`config.mk`:
```
export PLATFORM = sky130hd
export DESIGN_NAME = xlat_mode_ctrl
export DESIGN_NICKNAME = d
export VERILOG_FILES = /design/src/rtl/xlat_ctl_pkg.sv /design/src/rtl/xlat_cmd_ctrl.sv /design/src/rtl/xlat_reg_bank.sv /design/src/rtl/xlat_mode_ctrl.sv
export SDC_FILE = /design/constraint.sdc
export NUM_CORES = 1
export LEC_CHECK = 0
export ABC_AREA = 1
export CAP_MARGIN = 20
export CELL_PAD_IN_SITES_DETAIL_PLACEMENT = 1
export CELL_PAD_IN_SITES_GLOBAL_PLACEMENT = 2
export CORE_MARGIN = 5
export CORE_UTILIZATION = 32
export DETAILED_ROUTE_END_ITERATION = 12
export DONT_BUFFER_PORTS = 1
export PLACE_DENSITY_LB_ADDON = 0.1
export SLEW_MARGIN = 20
export SYNTH_ARGS = -nofsm -noshare
export SYNTH_HDL_FRONTEND = slang
export SYNTH_HIERARCHICAL = 1
export SYNTH_SLANG_ARGS = --single-unit
```
`constraint.sdc`:
```
create_clock -name clk -period 1.6 [get_ports clk]
set_input_delay 0.08 -clock clk [delete_from_list [all_inputs] [get_ports clk]]
set_output_delay 0.08 -clock clk [all_outputs]
set_load 0.05 [all_outputs]
```
`src/rtl/xlat_ctl_pkg.sv`:
```
package xlat_ctl_pkg;
  localparam int ADDR_W = 8;

  localparam logic [ADDR_W-1:0] OFS_BASE  = 8'h00;
  localparam logic [ADDR_W-1:0] OFS_STAT  = 8'h04;
  localparam logic [ADDR_W-1:0] OFS_CMD   = 8'h08;
  localparam logic [ADDR_W-1:0] OFS_FADDR = 8'h0C;
  localparam logic [ADDR_W-1:0] OFS_INV   = 8'h10;
  localparam logic [ADDR_W-1:0] OFS_RAW   = 8'h14;
  localparam logic [ADDR_W-1:0] OFS_CLR   = 8'h18;
  localparam logic [ADDR_W-1:0] OFS_MASK  = 8'h1C;
  localparam logic [ADDR_W-1:0] OFS_MSTAT = 8'h20;

  localparam logic [2:0] OP_PAGE_ON   = 3'd0;
  localparam logic [2:0] OP_PAGE_OFF  = 3'd1;
  localparam logic [2:0] OP_STALL_IN  = 3'd2;
  localparam logic [2:0] OP_STALL_OUT = 3'd3;
  localparam logic [2:0] OP_FLUSH     = 3'd4;
  localparam logic [2:0] OP_FAULT_ACK = 3'd5;
  localparam logic [2:0] OP_HARD_RST  = 3'd6;

  // strobes from the command decoder to the register bank
  typedef struct packed {
    logic pageOn;
    logic pageOff;
    logic flush;
    logic faultAck;
    logic hardRst;
    logic baseWr;
    logic invWr;
    logic clrWr;
    logic maskWr;
  } ctl_strobe_t;
endpackage

```
`src/rtl/xlat_cmd_ctrl.sv`:
```
module xlat_cmd_ctrl
  import xlat_ctl_pkg::*;
(
  input  logic              clk,
  input  logic              rstN,
  input  logic              regWe,
  input  logic [ADDR_W-1:0] regAddr,
  input  logic [2:0]        cmdCode,
  input  logic              faultActive,
  input  logic              xlatBusy,
  output ctl_strobe_t       strobe,
  output logic              stallOn
);
  logic cmdWr, stallReq, stallLeave, stallPend;

  always_comb begin
    cmdWr           = regWe && (regAddr == OFS_CMD);
    stallReq        = cmdWr && (cmdCode == OP_STALL_IN);
    stallLeave      = cmdWr && (cmdCode == OP_STALL_OUT);
    strobe.pageOn   = cmdWr && (cmdCode == OP_PAGE_ON);
    strobe.pageOff  = cmdWr && (cmdCode == OP_PAGE_OFF);
    strobe.flush    = cmdWr && (cmdCode == OP_FLUSH);
    strobe.faultAck = cmdWr && (cmdCode == OP_FAULT_ACK);
    strobe.hardRst  = cmdWr && (cmdCode == OP_HARD_RST);
    strobe.baseWr   = regWe && (regAddr == OFS_BASE);
    strobe.invWr    = regWe && (regAddr == OFS_INV);
    strobe.clrWr    = regWe && (regAddr == OFS_CLR);
    strobe.maskWr   = regWe && (regAddr == OFS_MASK);
  end

  // stall sequencing: wait for drain, drop the request on a fault
  always_ff @(posedge clk) begin
    if (!rstN) begin
      stallOn   <= 1'b0;
      stallPend <= 1'b0;
    end else if (strobe.hardRst || stallLeave) begin
      stallOn   <= 1'b0;
      stallPend <= 1'b0;
    end else if (faultActive) begin
      stallPend <= 1'b0;
    end else if (stallReq || stallPend) begin
      if (!xlatBusy) begin
        stallOn   <= 1'b1;
        stallPend <= 1'b0;
      end else begin
        stallPend <= 1'b1;
      end
    end
  end
endmodule

```
`src/rtl/xlat_reg_bank.sv`:
```
module xlat_reg_bank
  import xlat_ctl_pkg::*;
#(
  parameter int DATA_W     = 32,
  parameter int PAGE_SHIFT = 12,
  parameter int BUSID_W    = 5,
  parameter int NUM_IRQ    = 2
) (
  input  logic               clk,
  input  logic               rstN,
  input  ctl_strobe_t        strobe,
  input  logic [DATA_W-1:0]  regWdata,
  input  logic               faultEvt,
  input  logic [DATA_W-1:0]  faultVa,
  input  logic               faultIsWrite,
  input  logic [BUSID_W-1:0] faultBusId,
  input  logic               busErrEvt,
  output logic [DATA_W-1:0]  baseQ,
  output logic               pagingQ,
  output logic               faultQ,
  output logic [DATA_W-1:0]  faultAddrQ,
  output logic               faultWrQ,
  output logic [BUSID_W-1:0] busIdQ,
  output logic [NUM_IRQ-1:0] rawQ,
  output logic [NUM_IRQ-1:0] maskQ,
  output logic               flushQ,
  output logic               invQ,
  output logic [DATA_W-1:0]  invAddrQ
);
  localparam int BASE_W = DATA_W - PAGE_SHIFT;

  logic [NUM_IRQ-1:0] evtVec, clrVec;

  always_comb begin
    evtVec    = '0;
    evtVec[0] = faultEvt;
    evtVec[1] = busErrEvt;
    clrVec    = strobe.clrWr ? regWdata[NUM_IRQ-1:0] : '0;
  end

  always_ff @(posedge clk) begin
    if (!rstN || strobe.hardRst) begin
      baseQ      <= '0;
      pagingQ    <= 1'b0;
      faultQ     <= 1'b0;
      faultAddrQ <= '0;
      faultWrQ   <= 1'b0;
      busIdQ     <= '0;
      rawQ       <= '0;
      maskQ      <= '0;
      flushQ     <= 1'b0;
      invQ       <= 1'b0;
      invAddrQ   <= '0;
    end else begin
      flushQ <= strobe.flush;
      invQ   <= strobe.invWr;
      if (strobe.invWr)  invAddrQ <= regWdata;
      if (strobe.baseWr) baseQ <= {regWdata[DATA_W-1:PAGE_SHIFT], {PAGE_SHIFT{1'b0}}};
      if (strobe.pageOn)       pagingQ <= 1'b1;
      else if (strobe.pageOff) pagingQ <= 1'b0;
      if (faultEvt && !faultQ) begin
        faultQ     <= 1'b1;
        faultAddrQ <= faultVa;
        faultWrQ   <= faultIsWrite;
        busIdQ     <= faultBusId;
      end else if (strobe.faultAck) begin
        faultQ <= 1'b0;
      end
      rawQ <= (rawQ & ~clrVec) | evtVec;
      if (strobe.maskWr) maskQ <= regWdata[NUM_IRQ-1:0];
    end
  end

  // BASE_W kept for readers of the field width
  logic [BASE_W-1:0] baseField;
  assign baseField = baseQ[DATA_W-1:PAGE_SHIFT];
endmodule

```
`src/rtl/xlat_mode_ctrl.sv`:
```
module xlat_mode_ctrl
  import xlat_ctl_pkg::*;
(
  input  logic        clk,
  input  logic        rstN,
  input  logic        regWe,
  input  logic [7:0]  regAddr,
  input  logic [31:0] regWdata,
  output logic [31:0] regRdata,
  input  logic        xlatBusy,
  input  logic        replayEmpty,
  input  logic        faultEvt,
  input  logic [31:0] faultVa,
  input  logic        faultIsWrite,
  input  logic [4:0]  faultBusId,
  input  logic        busErrEvt,
  output logic        pagingOn,
  output logic        stallOn,
  output logic        flushPulse,
  output logic        invPulse,
  output logic [31:0] invAddr,
  output logic [31:0] dirBase,
  output logic        irq
);
  localparam int DATA_W  = 32;
  localparam int BUSID_W = 5;
  localparam int NUM_IRQ = 2;

  ctl_strobe_t        strobe;
  logic               faultActive, faultWr;
  logic [DATA_W-1:0]  faultAddr;
  logic [BUSID_W-1:0] busId;
  logic [NUM_IRQ-1:0] rawStat, intMask, maskedStat;
  logic [DATA_W-1:0]  statusWord;

  xlat_cmd_ctrl u_ctrl (
    .clk(clk), .rstN(rstN), .regWe(regWe), .regAddr(regAddr),
    .cmdCode(regWdata[2:0]), .faultActive(faultActive), .xlatBusy(xlatBusy),
    .strobe(strobe), .stallOn(stallOn)
  );

  xlat_reg_bank #(.DATA_W(DATA_W), .PAGE_SHIFT(12), .BUSID_W(BUSID_W), .NUM_IRQ(NUM_IRQ)) u_bank (
    .clk(clk), .rstN(rstN), .strobe(strobe), .regWdata(regWdata),
    .faultEvt(faultEvt), .faultVa(faultVa), .faultIsWrite(faultIsWrite),
    .faultBusId(faultBusId), .busErrEvt(busErrEvt),
    .baseQ(dirBase), .pagingQ(pagingOn), .faultQ(faultActive),
    .faultAddrQ(faultAddr), .faultWrQ(faultWr), .busIdQ(busId),
    .rawQ(rawStat), .maskQ(intMask), .flushQ(flushPulse),
    .invQ(invPulse), .invAddrQ(invAddr)
  );

  always_comb begin
    maskedStat = rawStat & intMask;
    irq        = |maskedStat;
    statusWord = {~stallOn, 20'b0, busId, faultWr, replayEmpty, ~xlatBusy,
                  stallOn, faultActive, pagingOn};
    regRdata   = '0;
    case (regAddr)
      OFS_BASE:  regRdata = dirBase;
      OFS_STAT:  regRdata = statusWord;
      OFS_FADDR: regRdata = faultAddr;
      OFS_RAW:   regRdata[NUM_IRQ-1:0] = rawStat;
      OFS_MASK:  regRdata[NUM_IRQ-1:0] = intMask;
      OFS_MSTAT: regRdata[NUM_IRQ-1:0] = maskedStat;
      default:   regRdata = '0;
    endcase
  end
endmodule

```
==> results.yml <==
outcome:
  status: "completed"
global_route:
  grt_first_pass_wirelength_mm: 28.18
  antenna_found_initial: 0
  grt_overflow: 0
  grt_max_degree: 41
  first_global_vias: 5533
  grt_usage_pct: 19.69
floorplanning:
  core_area_sq_um: 14480
  start_util_pct: 32.42
  io_pins: 186
  rows: 44
  dieHeight_um: 131.1
  dieArea_sq_um: 17190
  die_x_um: 131.1
synthesis:
  synth_cells: 733
  yosys_warnings: 6
  synth_area_leaders: "dfxtp_1, nand2_1, nor2_1, a21oi_1, nand3_1"
  ys_seq_area_share_pct: 42.64
  synth_cell_types: 24
  ys_seq_elements: 100
  synth_top_cell_area_share_pct: 42.64
  synth_top_cell_by_area: "dfxtp_1"
  syn_avg_cell_area_sq_um: 6.405
  synth_area_sq_um: 4695
sta:
  tns_ps: 0
  finalMaxSlewViolations: 0
  hold_viol_final: 0
  worst_pin_slew_ps: 914.5
  fin_crit_sh_pct: 86.27
  fin_ws_ps: 219.7
  finalClockSkew_ps: 5.509
  relSlewSlack_pct: 38.89
  period_needed_ps: 1380
  setup_viol: 0
  rsz0062_at_grt: "false"
  max_freq_mhz: 724.5
route:
  vias: 5051
  drc: 0
  ant_nets: 0
  wl_per_cell_um: 16.07
  routed_wl_mm: 17.08
  vias_per_cell: 4.752
  firstDrtPassIters: 4
  dr.first_iter.drc_count: 188
power:
  total_power_mw: 5.366
  vdd_drop_max_v: 0.0005090
  leakagePower_nw: 3.119
  p_per_area_nw_per_um2: 775.9
placed_design:
  io_buffers: 0
  dp.cells: 973
  gp_congestion: 0.7939
  dp_slack_ps: 40.82
  dp_hpwl_mm: 12.27
clock_tree:
  cts_buffers: 9
  clk_path_buf_depth: 2
  clk_pin_slew_ps: 70
  cts_sinks: 100
  post_cts_buffers: 0
  clk-insertion-delay-late_ps: 340
  cts_root_buf: "clkbuf_16"
  cts_tree: "built"
  cts.htree.levels: 3
worst_setup_path:
  crit_slowest_cell: "dfxtp_1"
  crit_required_ps: 1520
  end_kind: "output pin"
  crit_top_cell: "nand2_1"
  cp-start-kind: "register"
  path_cells: "nand2_1 -> o21ai_0 -> inv_1 -> nand2_1 -> buf_4"
  critPathMaxStageDelay_ps: 390
  crit_fanout: 3
  cp.arrival_ps: 1300
  crit_type: "reg2out"
finish:
  fin_nets: 959
  final_common_cell: "nand2_1"
  drive_above_1_share_pct: 15.24
  final_util_pct: 47.76
  area_delta_synth_final_pct: 47.31
  layout.cells.non_filler: 1063
  final_cell_mix: "nand2_1, nor2_1, dfxtp_1"
  antenna_cells: 0
run:
  drv_cap: 0
min_path:
  hold_class: "in2reg"
## final cells by class
class	instances	area, sq um
clock buffer	11	242.7
clock inverter	5	43.79
fill	1819	7564
inverter	71	266.5
multi-input combinational	522	2207
sequential	100	2003
tap	184	230.2
timing repair buffer	170	1922
## timing repair
action / in CTS / in global routing
gates resized for setup: 0 / 2
endpoints found under the setup margin: 0 / 11
hold buffers: 74 / 0
endpoints found under the hold margin: 99 / 0
## per-layer routing
| metal | share of wire, % | wire, um | global-route usage [%] | vias to the layer above |
|---|---|---|---|---|
| met2 | 51 | 8655 | 34.88 | 137 |
| li1 | - | - | - | 2492 |
| met1 | 39 | 6724 | 21.58 | 2383 |
| met3 | 6.6 | 1127 | 6.346 | 39 |
| met5 | 0 | 0 | 0 | - |
| met4 | 3.4 | 574 | 8.256 | 0 |
## metrics by stage
step / cell area [sq um] / hold slack [ps]
after global routing: 6915 / 18.49
final: 6915 / 14.44
after detailed placement: 5874 / 235.3
after CTS: 6912 / 5.201
after floorplan: 4736 / 214.0
after global placement: 5874 / 225.9
## worst max-delay path, delay by kind of cell, from the launching register on
kind | cells | cell delay [ps]
flip-flops | 1 | 390
buffers and inverters | 2 | 250
AND/OR/NAND/NOR | 2 | 150
AO/OA/AOI/OAI | 1 | 170
## final timing paths
path	start	end	slack, ps	depth (start not counted)
max	u_bank/rawQ[0]$_SDFF_PP0_	regRdata[0]	220	5
min reg2reg	u_bank/invAddrQ[24]$_SDFFE_PP0P_	u_bank/invAddrQ[24]$_SDFFE_PP0P_	460	2
min	faultVa[30]	u_bank/faultAddrQ[30]$_SDFFE_PP0P_	10	4
max reg2reg	u_bank/faultQ$_SDFFE_PP0P_	u_bank/faultAddrQ[28]$_SDFFE_PP0P_	220	3
## sequential cells by signal (all words and copies together) (netlist names), 2 cells and up
signal,cells
u_bank/baseQ,20
u_bank/invAddrQ,32
u_bank/maskQ,2
u_bank/faultAddrQ,32
u_bank/busIdQ,5
u_bank/rawQ,2
## report_power, final
group | leakage (nW) | switching, mW | internal (mW)
Combinational | 2.16 | 0.370 | 0.253
Clock | 0.141 | 0.995 | 1.12
Sequential | 0.816 | 0.0497 | 2.58
Total | 3.12 | 1.41 | 3.95
## synthesized netlist by cell type
cell type / n
nand2_1: 269
nor2_1: 102
dfxtp_1: 100
inv_1: 66
a21oi_1: 58
nand3_1: 56
buf_4: 18
clkbuf_1: 17
buf_2: 15
inv_2: 5
nor2_2: 5
nor3_1: 4
nand2_2: 3
o211ai_1: 3
nor2_4: 2
o21ai_0: 2
a21oi_2: 1
buf_1: 1
conb_1: 1
nand2_4: 1
nand3b_1: 1
nand4_1: 1
nor3_4: 1
nor4_1: 1
## logic make-up after synthesis
| kind of cell | share of synthesized area (%) |
|---|---|
| flops | 42.64 |
| other cells | 0.07988 |
| simple gates | 38.62 |
| compound gates | 7.063 |
| buf+inv | 11.59 |
Note: power is estimated with default switching activity, not from simulation.
